===== src/rtl/can_smp_pkg.sv =====
package can_smp_pkg;
   // Number of equal raw bits after which the next opposite bit is stuffing.
   localparam int STUFF_RUN = 5;

   typedef enum logic {
      ST_IDLE    = 1'b0,
      ST_COLLECT = 1'b1
   } smp_state_e;
endpackage


===== src/rtl/can_smp_rxsync.sv =====
module can_smp_rxsync #(
   parameter int STAGES = 0
) (
   input  logic clk,
   input  logic rst_n,
   input  logic d,
   output logic q
);
   generate
      if (STAGES == 0) begin : g_direct
         assign q = d;
      end else begin : g_chain
         logic [STAGES-1:0] sh_q;
         for (genvar i = 0; i < STAGES; i++) begin : g_stage
            always_ff @(posedge clk) begin
               if (!rst_n) begin
                  sh_q[i] <= 1'b1;
               end else if (i == 0) begin
                  sh_q[i] <= d;
               end else begin
                  sh_q[i] <= sh_q[(i == 0) ? 0 : i-1];
               end
            end
         end
         assign q = sh_q[STAGES-1];
      end
   endgenerate
endmodule


===== src/rtl/can_smp_timer.sv =====
module can_smp_timer #(
   parameter int PW    = 16,
   parameter int PCT_W = 7
) (
   input  logic          clk,
   input  logic          rst_n,
   input  logic          load,
   input  logic [PW-1:0] period_in,
   input  logic [PCT_W-1:0] pct_in,
   output logic          tick
);
   localparam int OW = PW + PCT_W;
   localparam logic [PW-1:0] MIN_PER = PW'(2);
   localparam logic [OW-1:0] HUNDRED = OW'(100);

   logic [PW-1:0] per_eff;
   logic [OW-1:0] per_ext, prod, raw_off, off_sel;
   logic [PW-1:0] per_q, pos_q;
   logic [OW-1:0] off_q;

   always_comb begin
      per_eff = (period_in < MIN_PER) ? MIN_PER : period_in;
      per_ext = OW'(per_eff);
      prod    = per_ext * OW'(pct_in);
      raw_off = prod / HUNDRED;
      if (raw_off == '0) begin
         off_sel = OW'(1);
      end else if (raw_off >= per_ext) begin
         off_sel = per_ext - OW'(1);
      end else begin
         off_sel = raw_off;
      end
   end

   // pos_q holds (clocks since the start edge) modulo the latched period.
   always_ff @(posedge clk) begin
      if (!rst_n) begin
         per_q <= MIN_PER;
         off_q <= OW'(1);
         pos_q <= '0;
      end else if (load) begin
         per_q <= per_eff;
         off_q <= off_sel;
         pos_q <= PW'(1);
      end else if (pos_q == per_q - PW'(1)) begin
         pos_q <= '0;
      end else begin
         pos_q <= pos_q + PW'(1);
      end
   end

   assign tick = (OW'(pos_q) == off_q);
endmodule


===== src/rtl/can_smp_destuff.sv =====
module can_smp_destuff #(
   parameter int RUN = can_smp_pkg::STUFF_RUN
) (
   input  logic clk,
   input  logic rst_n,
   input  logic clear,
   input  logic shift,
   input  logic bit_in,
   output logic is_stuff
);
   localparam int CW = $clog2(RUN + 1);
   localparam logic [CW-1:0] FULL = CW'(RUN);

   // hist_q holds the previous RUN raw bits. Together with bit_in it forms
   // the window of RUN+1 raw bits that decides on stuffing.
   logic [RUN-1:0] hist_q;
   logic [CW-1:0]  seen_q;
   logic           all_opp;

   always_comb begin
      all_opp = 1'b1;
      for (int i = 0; i < RUN; i++) begin
         if (hist_q[i] == bit_in) all_opp = 1'b0;
      end
   end

   assign is_stuff = (seen_q == FULL) && all_opp;

   always_ff @(posedge clk) begin
      if (!rst_n || clear) begin
         hist_q <= '0;
         seen_q <= '0;
      end else if (shift) begin
         hist_q <= {hist_q[RUN-2:0], bit_in};
         if (seen_q != FULL) seen_q <= seen_q + CW'(1);
      end
   end
endmodule


===== src/rtl/can_bit_sampler.sv =====
module can_bit_sampler
   import can_smp_pkg::*;
#(
   parameter int PERIOD_W       = 16,
   parameter int PCT_W          = 7,
   parameter int IDX_W          = 8,
   parameter int RX_SYNC_STAGES = 0
) (
   input  logic                clk,
   input  logic                rst_n,
   input  logic                rx_line,
   input  logic [PERIOD_W-1:0] bit_period,
   input  logic [PCT_W-1:0]    sample_pct,
   input  logic                frame_done,
   output logic                bit_valid,
   output logic                bit_value,
   output logic [IDX_W-1:0]    bit_index,
   output logic                stuff_strobe,
   output logic                sof_warn
);
   generate
      if (PERIOD_W < 2) begin : g_bad_pw
         $error("PERIOD_W must be at least 2");
      end
      if (PCT_W < 7) begin : g_bad_pct
         $error("PCT_W must hold the value 100");
      end
      if (IDX_W < 1) begin : g_bad_idx
         $error("IDX_W must be positive");
      end
      if (RX_SYNC_STAGES < 0) begin : g_bad_sync
         $error("RX_SYNC_STAGES must not be negative");
      end
   endgenerate

   smp_state_e       state_q;
   logic             rx_s;
   logic             tick;
   logic             is_stuff;
   logic             start;
   logic             sample;
   logic [IDX_W-1:0] idx_cnt_q;

   logic             valid_q, stuff_q, value_q, warn_q;
   logic [IDX_W-1:0] idx_q;

   can_smp_rxsync #(.STAGES(RX_SYNC_STAGES)) u_sync (
      .clk   (clk),
      .rst_n (rst_n),
      .d     (rx_line),
      .q     (rx_s)
   );

   assign start  = (state_q == ST_IDLE) && !rx_s && !frame_done;
   assign sample = (state_q == ST_COLLECT) && tick && !frame_done;

   can_smp_timer #(.PW(PERIOD_W), .PCT_W(PCT_W)) u_timer (
      .clk       (clk),
      .rst_n     (rst_n),
      .load      (start),
      .period_in (bit_period),
      .pct_in    (sample_pct),
      .tick      (tick)
   );

   can_smp_destuff #(.RUN(STUFF_RUN)) u_destuff (
      .clk      (clk),
      .rst_n    (rst_n),
      .clear    (start || frame_done),
      .shift    (sample),
      .bit_in   (rx_s),
      .is_stuff (is_stuff)
   );

   always_ff @(posedge clk) begin
      if (!rst_n) begin
         state_q <= ST_IDLE;
      end else if (frame_done) begin
         state_q <= ST_IDLE;
      end else if (start) begin
         state_q <= ST_COLLECT;
      end
   end

   always_ff @(posedge clk) begin
      if (!rst_n) begin
         valid_q   <= 1'b0;
         stuff_q   <= 1'b0;
         value_q   <= 1'b0;
         warn_q    <= 1'b0;
         idx_q     <= '0;
         idx_cnt_q <= '0;
      end else begin
         valid_q <= sample && !is_stuff;
         stuff_q <= sample && is_stuff;
         if (sample) value_q <= rx_s;
         if (frame_done || start) begin
            idx_cnt_q <= '0;
            warn_q    <= 1'b0;
         end else if (sample && !is_stuff) begin
            idx_q     <= idx_cnt_q;
            idx_cnt_q <= idx_cnt_q + IDX_W'(1);
            if (idx_cnt_q == '0 && rx_s) warn_q <= 1'b1;
         end
      end
   end

   assign bit_valid    = valid_q;
   assign stuff_strobe = stuff_q;
   assign bit_value    = value_q;
   assign bit_index    = idx_q;
   assign sof_warn     = warn_q;
endmodule


===== config.mk =====
export PLATFORM = sky130hd
export DESIGN_NAME = can_bit_sampler
export DESIGN_NICKNAME = d
export VERILOG_FILES = /design/src/rtl/can_smp_pkg.sv /design/src/rtl/can_smp_rxsync.sv /design/src/rtl/can_smp_timer.sv /design/src/rtl/can_smp_destuff.sv /design/src/rtl/can_bit_sampler.sv
export SDC_FILE = /design/constraint.sdc
export NUM_CORES = 1
export LEC_CHECK = 0
export ABC_AREA = 1
export BUFFER_PORTS_ARGS = -buffer_cell sky130_fd_sc_hd__buf_2
export CORE_MARGIN = 10
export CORE_UTILIZATION = 65
export DETAILED_ROUTE_END_ITERATION = 6
export GPL_TIMING_DRIVEN = 0
export PLACE_DENSITY = 0.85
export SLEW_MARGIN = 10
export SYNTH_ARGS = -nofsm -noshare
export SYNTH_HDL_FRONTEND = slang
export SYNTH_SLANG_ARGS = --single-unit

===== constraint.sdc =====
create_clock -name clk -period 50.9 [get_ports clk]
set_input_delay 15.27 -clock clk [delete_from_list [all_inputs] [get_ports clk]]
set_output_delay 15.27 -clock clk [all_outputs]
set_load 0.02 [all_outputs]

[Yosys cells after proc, flatten, opt, wreduce, memory -nomap -nowiden]
Index checks and enable logic that the tools add are counted.
Cells by class
  reductions and logical operators: 22
  muxes and demuxes: 10
  div/mod/pow operators: 1
  bitwise operators: 3
  multiply operators: 1
  add/subtract/negate cells: 5
  equality and inequality tests: 9
  order comparisons: 2
Operators by type and width (count)
  23-bit 2-to-1 mux: 2
  23-bit by 7-bit divider with 23-bit output (second input constant): 1
  16-bit by 23-bit == test with 1-bit output: 1
  23-bit by 16-bit >= comparator with 1-bit output: 1
  23-bit logical NOT: 1
  16-bit by 7-bit multiplier with 23-bit output: 1
  16-bit by 1-bit subtractor with 17-bit output (second input constant): 1
  16-bit by 1-bit adder with 16-bit output (second input constant): 1
  16-bit == test: 1
  16-bit by 2-bit less-than comparator with 1-bit output (second input constant): 1
  16-bit 2-to-1 mux: 1
  16-bit by 1-bit subtractor with 16-bit output (second input constant): 1
  8-bit by 1-bit adder with 8-bit output (second input constant): 1
  1-bit logical AND: 8
  8-bit logical NOT: 1
  1-bit 2-to-1 mux: 7
  2-bit AND reduction: 3
  1-bit == test: 5
  1-bit logical NOT: 4
  2-bit OR reduction: 2
  3-bit by 1-bit adder with 3-bit output (second input constant): 1
  3-bit == test (second input constant): 1
  3-bit inequality test (second input constant): 1
  1-bit NOT: 3
  2 further kinds: 3
Storage, ports and cells
  bits of input ports: 27
  output and inout bits: 12
  register bits: 84

[Logic depth before layout (Yosys ltp)]
Gate-level depths: netlist of the first run.
  depth after elaboration: 10
  depth in mapped cells: 127

[Cells and area by module]
Synthesis of the first run repeated with hierarchy kept, for this count alone.
Unflattened totals
  cells, all modules: 1768
  area total of the unflattened synthesis: 11395.9 µm²
By module, submodules not included
  can_smp_timer: area an instance 10065.9 µm², times used 1, cells each 1587
  can_bit_sampler: area an instance 925.9 µm², times used 1, cells each 123
  can_smp_destuff: area an instance 396.6 µm², times used 1, cells each 57
  can_smp_rxsync: area an instance 7.5 µm², times used 1, cells each 1

[Worst setup path before layout of the first run]
OpenSTA, ideal clock, no wires.
  kind: input port to flip-flop
  start point: input port bit_period[6]
  end point: register u_timer.off_q[10]
  cell stages on the path: 108
  data arrival time: 27.967 ns
  setup slack: 22.862 ns
  path buffers: 2
  setup time: 0.070 ns
  path through: clkbuf_1 -> inv_1 -> nand3_1 -> nor4_1 -> nor2_1 -> inv_1 -> nand2_1 -> fa_1 -> fa_1 -> inv_1 -> fa_1 -> inv_1 -> fa_1 -> inv_1 -> ha_1 -> nand2_1 -> nand2_1 -> nand2_1 -> (+72 left out) -> nor2_2 -> nand2_2 -> nand2_1 -> inv_1 -> ha_1 -> o21ai_0 -> a21oi_1 -> o21a_1 -> o21bai_1 -> a21oi_1 -> o41ai_1 -> a211oi_1 -> nand2_1 -> inv_1 -> buf_2 -> nand2_1 -> nand3_1 -> o21ai_1
Between the ends
  longest elaborated chain between the ends: 7
  elaborated cells on any way between the ends: 9
  classes of those cells: add/sub (1); mul (1); div (1); order compare (2); mux (3); reduce/logical (1)
RTL lines
  start: declaration: line can_bit_sampler.sv:12  | input logic [PERIOD_W-1:0] bit_period,
  16-bit by 2-bit less-than comparator with 1-bit output: line can_smp_timer.sv:22  | per_eff = (period_in < MIN_PER) ? MIN_PER : period_in;
  16-bit 2-to-1 mux *: line can_smp_timer.sv:22
  16-bit by 7-bit multiplier with 23-bit output: line can_smp_timer.sv:24  | prod = per_ext * OW'(pct_in);
  23-bit by 7-bit divider with 23-bit output: line can_smp_timer.sv:25  | raw_off = prod / HUNDRED;
  23-bit by 16-bit >= comparator with 1-bit output: line can_smp_timer.sv:28  | end else if (raw_off >= per_ext) begin
  23-bit 2-to-1 mux: line can_smp_timer.sv:28
  23-bit 2-to-1 mux *: line can_smp_timer.sv:26  | if (raw_off == '0) begin
  end signal: assignment: line can_smp_timer.sv:43  | off_q <= off_sel;
  end: declaration: line can_smp_timer.sv:19  | logic [OW-1:0] off_q;
Mark *: on every way between the ends. The rest lies on a longest branch, timed or not.
A chain may end at the register's enable or synchronous reset.

[Worst setup path after layout of the first run]
  start point: input port bit_period[10]
  end point: register u_timer.off_q[10]
Same word-level chain as after synthesis.

==> results_dict.tcl, run 1 <==
set metrics [dict create \
    ys_async_sr_fraction_pct 0 \
    grt_pass1_wl_um 49500 \
    crit_required_ps 51160 \
    ys.flop_type "dfxtp_1" \
    syn_inst 1775 \
    nets 1972 \
    synthXorXnorAreaFrac_pct 4.79 \
    fmax_ghz 0.0322 \
    dr_wl_met2_um 13100 \
    yosys_register_bits 79 \
    critPathKind "in -> reg" \
    fin_skew_ps 6.08 \
    rr_startpoint "u_timer.per_q[0]" \
    ant_nets 0 \
    cp_common_cell "nand2_2" \
    synth.avg_cell_area_um2 6.27 \
    synth_area_leader_cell "nand2_1" \
    synth_top_family_by_area "simple AND/OR/NAND/NOR gates" \
    initial_core_util_pct 66.7 \
    core_area_mm2 0.0167 \
    port_buffers 26 \
    worst_pin_slew_ps 828 \
    antenna_found_initial 0 \
    drv_slew 0 \
    h-tree-depth 3 \
    drive_gt1_share_pct 10.1 \
    syn_nets 1935 \
    outcome "completed" \
    n_antenna_cell 0 \
    tns_ps 0 \
    cp-start-kind "input port" \
    totalWireLength_um 28900 \
    gp_congestion 0.963 \
    die_w_um 151 \
    synthTopCellsByArea "nand2_1, dfxtp_1, fa_1" \
    synth.mux.area_fraction_pct 0 \
    overflow 0 \
    startpoint "bit_period[10]" \
    die_y_um 151 \
    synth-compound-area-share_pct 9.13 \
    cts_inserted_buffers 9 \
    clkSinkCount 79 \
    track_usage_pct 25.9 \
    hold_buffers 0 \
    ioPinCount 39 \
    synth.distinct_cells 54 \
    syn_area_mm2 0.0111 \
    yosys_warnings 0 \
    viasPerCell 5.51 \
    clk_path_buf_depth 2 \
    yosys.area_share.simple_pct 38.4 \
    relSlewSlack_pct 44.6 \
    critical_path_peak_fanout 10 \
    cts-root-buf "clkbuf_16" \
    fillCellCount 1456 \
    fin_crit_ps 31060 \
    cts_tree "done" \
    hold_viol_final 0 \
    rows 47 \
    syn2layout_area_growth_pct 6.42 \
    postLayoutCellArea_mm2 0.0118 \
    die-area_mm2 0.0228 \
    crit_path_end_kind "register" \
    rsz0062_at_grt "false" \
    dp_hpwl_um 23800 \
    grt_pass1_vias 10674 \
    clkTransAtPathRegs_ps 60 \
    drtIter0Drc 1017 \
    num_vias 11225 \
    final-setup-viol-count 0 \
    period_share_pct 61.0 \
    postCtsSetupRepairBufs 0 \
    highest_layer "met4" \
    ys_seq_area_share_pct 14.2 \
    first_pass_iters 6 \
    cap_violations 0 \
    synth_edf_count 0 \
    utilization_pct 70.9 \
    cpPeakStageDelay_ps 640 \
    grt_max_degree 14 \
    min_from "bit_value" \
    synth_fa_ha_area_share_pct 19.6 \
    post_cts_resized 0 \
    hold_class "reg -> reg" \
    insertion_delay_ps 340 \
    drt-met1-wl_um 12900 \
    dpl-instance-area_mm2 0.0115 \
    slowest_stage "nor2_1" \
    critical_path_arrival_ps 31320 \
    yosysTopAreaCellShare_pct 16.2 \
    dr_wl_met3_um 2360 \
    wire_per_inst_um 14.2 \
    drc_errors 0 \
]
## synthesized netlist by cell type (all sizes together), types with 7 or more instances
cell and n:
o21ai 67, clkbuf 33, nor3b 7, xor2 43, nor2 134, dfxtp 79
nand3 136, a21oi 69, ha 64, fa 69, xnor2 17, nand2 551
nor4 13, inv 366, o21bai 8, o22ai 7, nand4 36, nor3 26
## per-stage QoR
stage               worst slack, ps  hold slack [ps]  std cells
floorplan                     22860              443       1775
global route                  18320              482       2037
finish                        19840              471       2037
CTS                           20150              469       2037
detailed placement            19820              458       2021
global placement              20150              452       2021
## layout make-up
cell class / count / area, um2 / share of cell area (%)
Multi-Input combinational cell: 1288 / 8010 / 67.6
Sequential cell: 79 / 1580 / 13.3
Inverter: 370 / 1390 / 11.7
Tap cell: 220 / 275 / 2.32
Clock buffer: 11 / 253 / 2.13
Buffer: 38 / 158 / 1.33
Timing Repair Buffer: 26 / 130 / 1.10
Clock inverter: 5 / 56.3 / 0.475
## final timing paths
check	end	slack, ps	cells after the start
worst max-delay path	u_timer.off_q[10]	19840	104
worst min-delay path	bit_value	470	2
worst max register to register	u_timer.pos_q[6]	47410	12
worst min register to register	bit_value	470	2
## routing by layer
metal  vias up  track usage [%]
met5         -                0
met4         0             6.40
met3        50             4.92
met2       407             42.5
met1      5167             34.4
li1       5601                -
## placed cells by master, fill, tap and decap left out, types with 6 or more instances in the layout
master,n
nand2_1,481
xor2_1,43
nor4_1,13
fa_1,69
o22ai_1,7
nand4_2,7
nor3_1,25
clkbuf_16,9
clkbuf_1,33
xnor2_1,16
nand3_2,7
nor3b_1,7
o21ai_0,55
inv_2,28
buf_2,29
dfxtp_1,79
nor2_1,121
inv_1,338
o21ai_1,10
nand3_1,128
nand2_4,17
nand2_2,53
nor2_2,10
nand4_1,27
o21bai_1,6
a21oi_1,69
a211oi_1,6
ha_1,64
## logic make-up (layout without fill, tap and decap cells)
family	after synthesis	in the layout
AO/OA/AOI/OAI	178	178
XOR/XNOR	60	60
adder cells (fa/ha/maj)	133	133
buffers and inverters	408	450
flip-flops	79	79
AND/OR/NAND/NOR	917	917
## critical path, delay by kind of cell
kind                       cells  cell delay [ps]
buffers and inverters          8             1440
xor gates and xnor gates       2              860
AOI/OAI and AO/OA              9             1490
adders and majority gates      6             2590
and+or+nand+nor               79             9610
## sequential cells by signal, indices dropped and copies added, names as in the netlist
signal,cells
u_timer.off_q,18
u_timer.per_q,16
u_timer.pos_q,16
bit_index,8
idx_cnt_q,8
u_destuff.hist_q,5
u_destuff.seen_q,3
bit_valid,1
bit_value,1
sof_warn,1
state_q,1
stuff_strobe,1
Power of run 1 is not shown: default switching activity piles up to over one toggle a cycle in this logic, so the estimate is an artifact.
==> inputs of run 2 (changes only) <==
Settings changed: ABC_AREA 1 to 0.
Clock period 50.9 ns to 32.5 ns, I/O delays scaled along.
==> run 2 against run 1 <==
First-iteration DRC count decreased by 7.0%. Register-to-register slack worse by 18000 ps. Via count is 5.9% higher. Setup slack worse by 16000 ps. Clock-buffer cell count is 2 lower. Routed wire length increased by 15%. Sequential share of layout area shrank 1.2 points. Largest cell class unchanged.
==> results_dict.tcl, run 2 <==
set metrics [dict create \
    rsz0062_at_grt "false" \
    nets 1750 \
    core_area_mm2 0.0186 \
    drv_slew 0 \
    final-setup-viol-count 0 \
    rows 50 \
    cpPeakStageDelay_ps 820 \
    hold_class "reg -> reg" \
    critPathKind "in -> reg" \
    yosys_warnings 0 \
    tns_ps 0 \
    grt_pass1_vias 11510 \
    synth_area_leader_cell "dfxtp_1" \
    largest_reg_flops 18 \
    synth_fa_ha_area_share_pct 18.0 \
    viasPerCell 6.50 \
    worst_pin_slew_ps 1160 \
    antenna_found_initial 1 \
    ys_async_sr_fraction_pct 0 \
    num_vias 11891 \
    wire_per_inst_um 18.2 \
    min_from "sof_warn" \
    totalWireLength_um 33200 \
    cts_inserted_buffers 9 \
    cts_tree "done" \
    drc_errors 0 \
    fin_crit_ps 28710 \
    outcome "completed" \
    clkTransAtPathRegs_ps 60 \
    slowest_stage "a31oi_1" \
    ioPinCount 39 \
    grt_pass1_wl_um 55900 \
    cp_common_cell "nor2_1" \
    yosys.area_share.simple_pct 26.7 \
    critical_path_peak_fanout 11 \
    synth_top_family_by_area "simple AND/OR/NAND/NOR gates" \
    yosys_register_bits 79 \
    drive_gt1_share_pct 10.7 \
    hold_buffers 0 \
    gp_congestion 0.958 \
    startpoint "bit_period[11]" \
    grt_max_degree 16 \
    hold_viol_final 0 \
    synth_edf_count 0 \
    die_w_um 157 \
    critical_path_arrival_ps 29000 \
    top_register "u_timer.off_q" \
    drtIter0Drc 946 \
    syn2layout_area_growth_pct 6.46 \
    initial_core_util_pct 65.6 \
    synthXorXnorAreaFrac_pct 8.17 \
    yosysMostFrequentCell "nand2_1" \
    n_antenna_cell 0 \
    track_usage_pct 27.0 \
    cap_violations 0 \
    period_share_pct 88.3 \
    ys.flop_type "dfxtp_1" \
    relSlewSlack_pct 22.0 \
    rr_startpoint "u_timer.per_q[2]" \
    fillCellCount 1472 \
    syn_inst 1546 \
    synthTopCellsByArea "dfxtp_1, fa_1, ha_1" \
    synth.avg_cell_area_um2 7.88 \
    syn_area_mm2 0.0122 \
    crit_path_end_kind "register" \
    layout_commonest_cell "nand2_1" \
    reg_top3 "u_timer.off_q: 18 flops, u_timer.per_q: 16 flops, u_timer.pos_q: 16 flops" \
    final_cell_mix "nand2_1, nor2_1, inv_1" \
    fin_skew_ps 7.59 \
    die_y_um 157 \
    cts-root-buf "clkbuf_16" \
    regArea_mm2 0.00158 \
    postCtsSetupRepairBufs 0 \
    insertion_delay_ps 340 \
    fmax_ghz 0.0348 \
    h-tree-depth 3 \
    ys_seq_area_share_pct 13.0 \
    crit_required_ps 32790 \
    post_cts_resized 0 \
    synth.mux.area_fraction_pct 2.11 \
    synth-compound-area-share_pct 25.3 \
    cp-start-kind "input port" \
    port_buffers 33 \
    clk_path_buf_depth 2 \
    ant_nets 0 \
    clkSinkCount 79 \
    first_pass_iters 6 \
    ys_top_cells_by_count "nand2_1, nor2_1, inv_1" \
    overflow 0 \
    synth.distinct_cells 129 \
    dp_hpwl_um 26400 \
    yosysTopAreaCellShare_pct 13.0 \
    die-area_mm2 0.0246 \
    multi_input_area_mm2 0.00978 \
    syn_nets 1706 \
]
==> run 2: path summary, 6_finish.rpt <==
kind	to	slack (ps)	cells after the start
worst max register to register	u_timer.pos_q[14]	29060	11
worst min-delay path	sof_warn	480	2
worst min register to register	sof_warn	480	2
worst max-delay path	u_timer.off_q[3]	3790	72
==> run 2: stage by stage <==
stage | setup slack [ps] | hold slack [ps] | cells | util [%] | area (um2)
detailed placement | 4000 | 467 | 1813 | 68.1 | 12600
finish | 3790 | 477 | 1829 | 69.8 | 13000
global placement | 4260 | 446 | 1813 | 68.1 | 12600
CTS | 4250 | 483 | 1829 | 69.8 | 13000
global route | 2480 | 501 | 1829 | 69.8 | 13000
floorplan | 6890 | 436 | 1546 | - | 12200
==> run 2: metal layers <==
| layer | up-vias | routed length (um) | track usage (%) |
|---|---|---|---|
| li1 | 5643 | - | - |
| met1 | 5656 | 13800 | 33.6 |
| met2 | 485 | 16000 | 46.7 |
| met3 | 105 | 2030 | 2.92 |
| met4 | 2 | 1330 | 10.7 |
| met5 | - | 8 | 0 |
==> run 2: layout make-up <==
cell class,instances,share of cell area [%]
Sequential cell,79,12.2
Clock inverter,7,0.800
Timing Repair Buffer,33,1.27
Tap cell,234,2.26
Inverter,107,3.10
Buffer,74,3.25
Multi-Input combinational cell,1286,75.4
Clock buffer,9,1.74
==> run 2: logic make-up after synthesis <==
family / count (synthesis)
adder cells (fa/ha/maj): 134
flip-flops: 79
multiplexers: 25
AND/OR/NAND/NOR: 620
AO/OA/AOI/OAI: 395
buffers and inverters: 181
XOR/XNOR: 112
==> run 2: critical path: cells and delay by family <==
family / cells / cell delay, ps
simple gates: 27 / 5750
fa+ha+maj: 6 / 2800
compound gates: 32 / 8680
buf+inv: 7 / 1920
Power of run 2 is left out for the same reason.
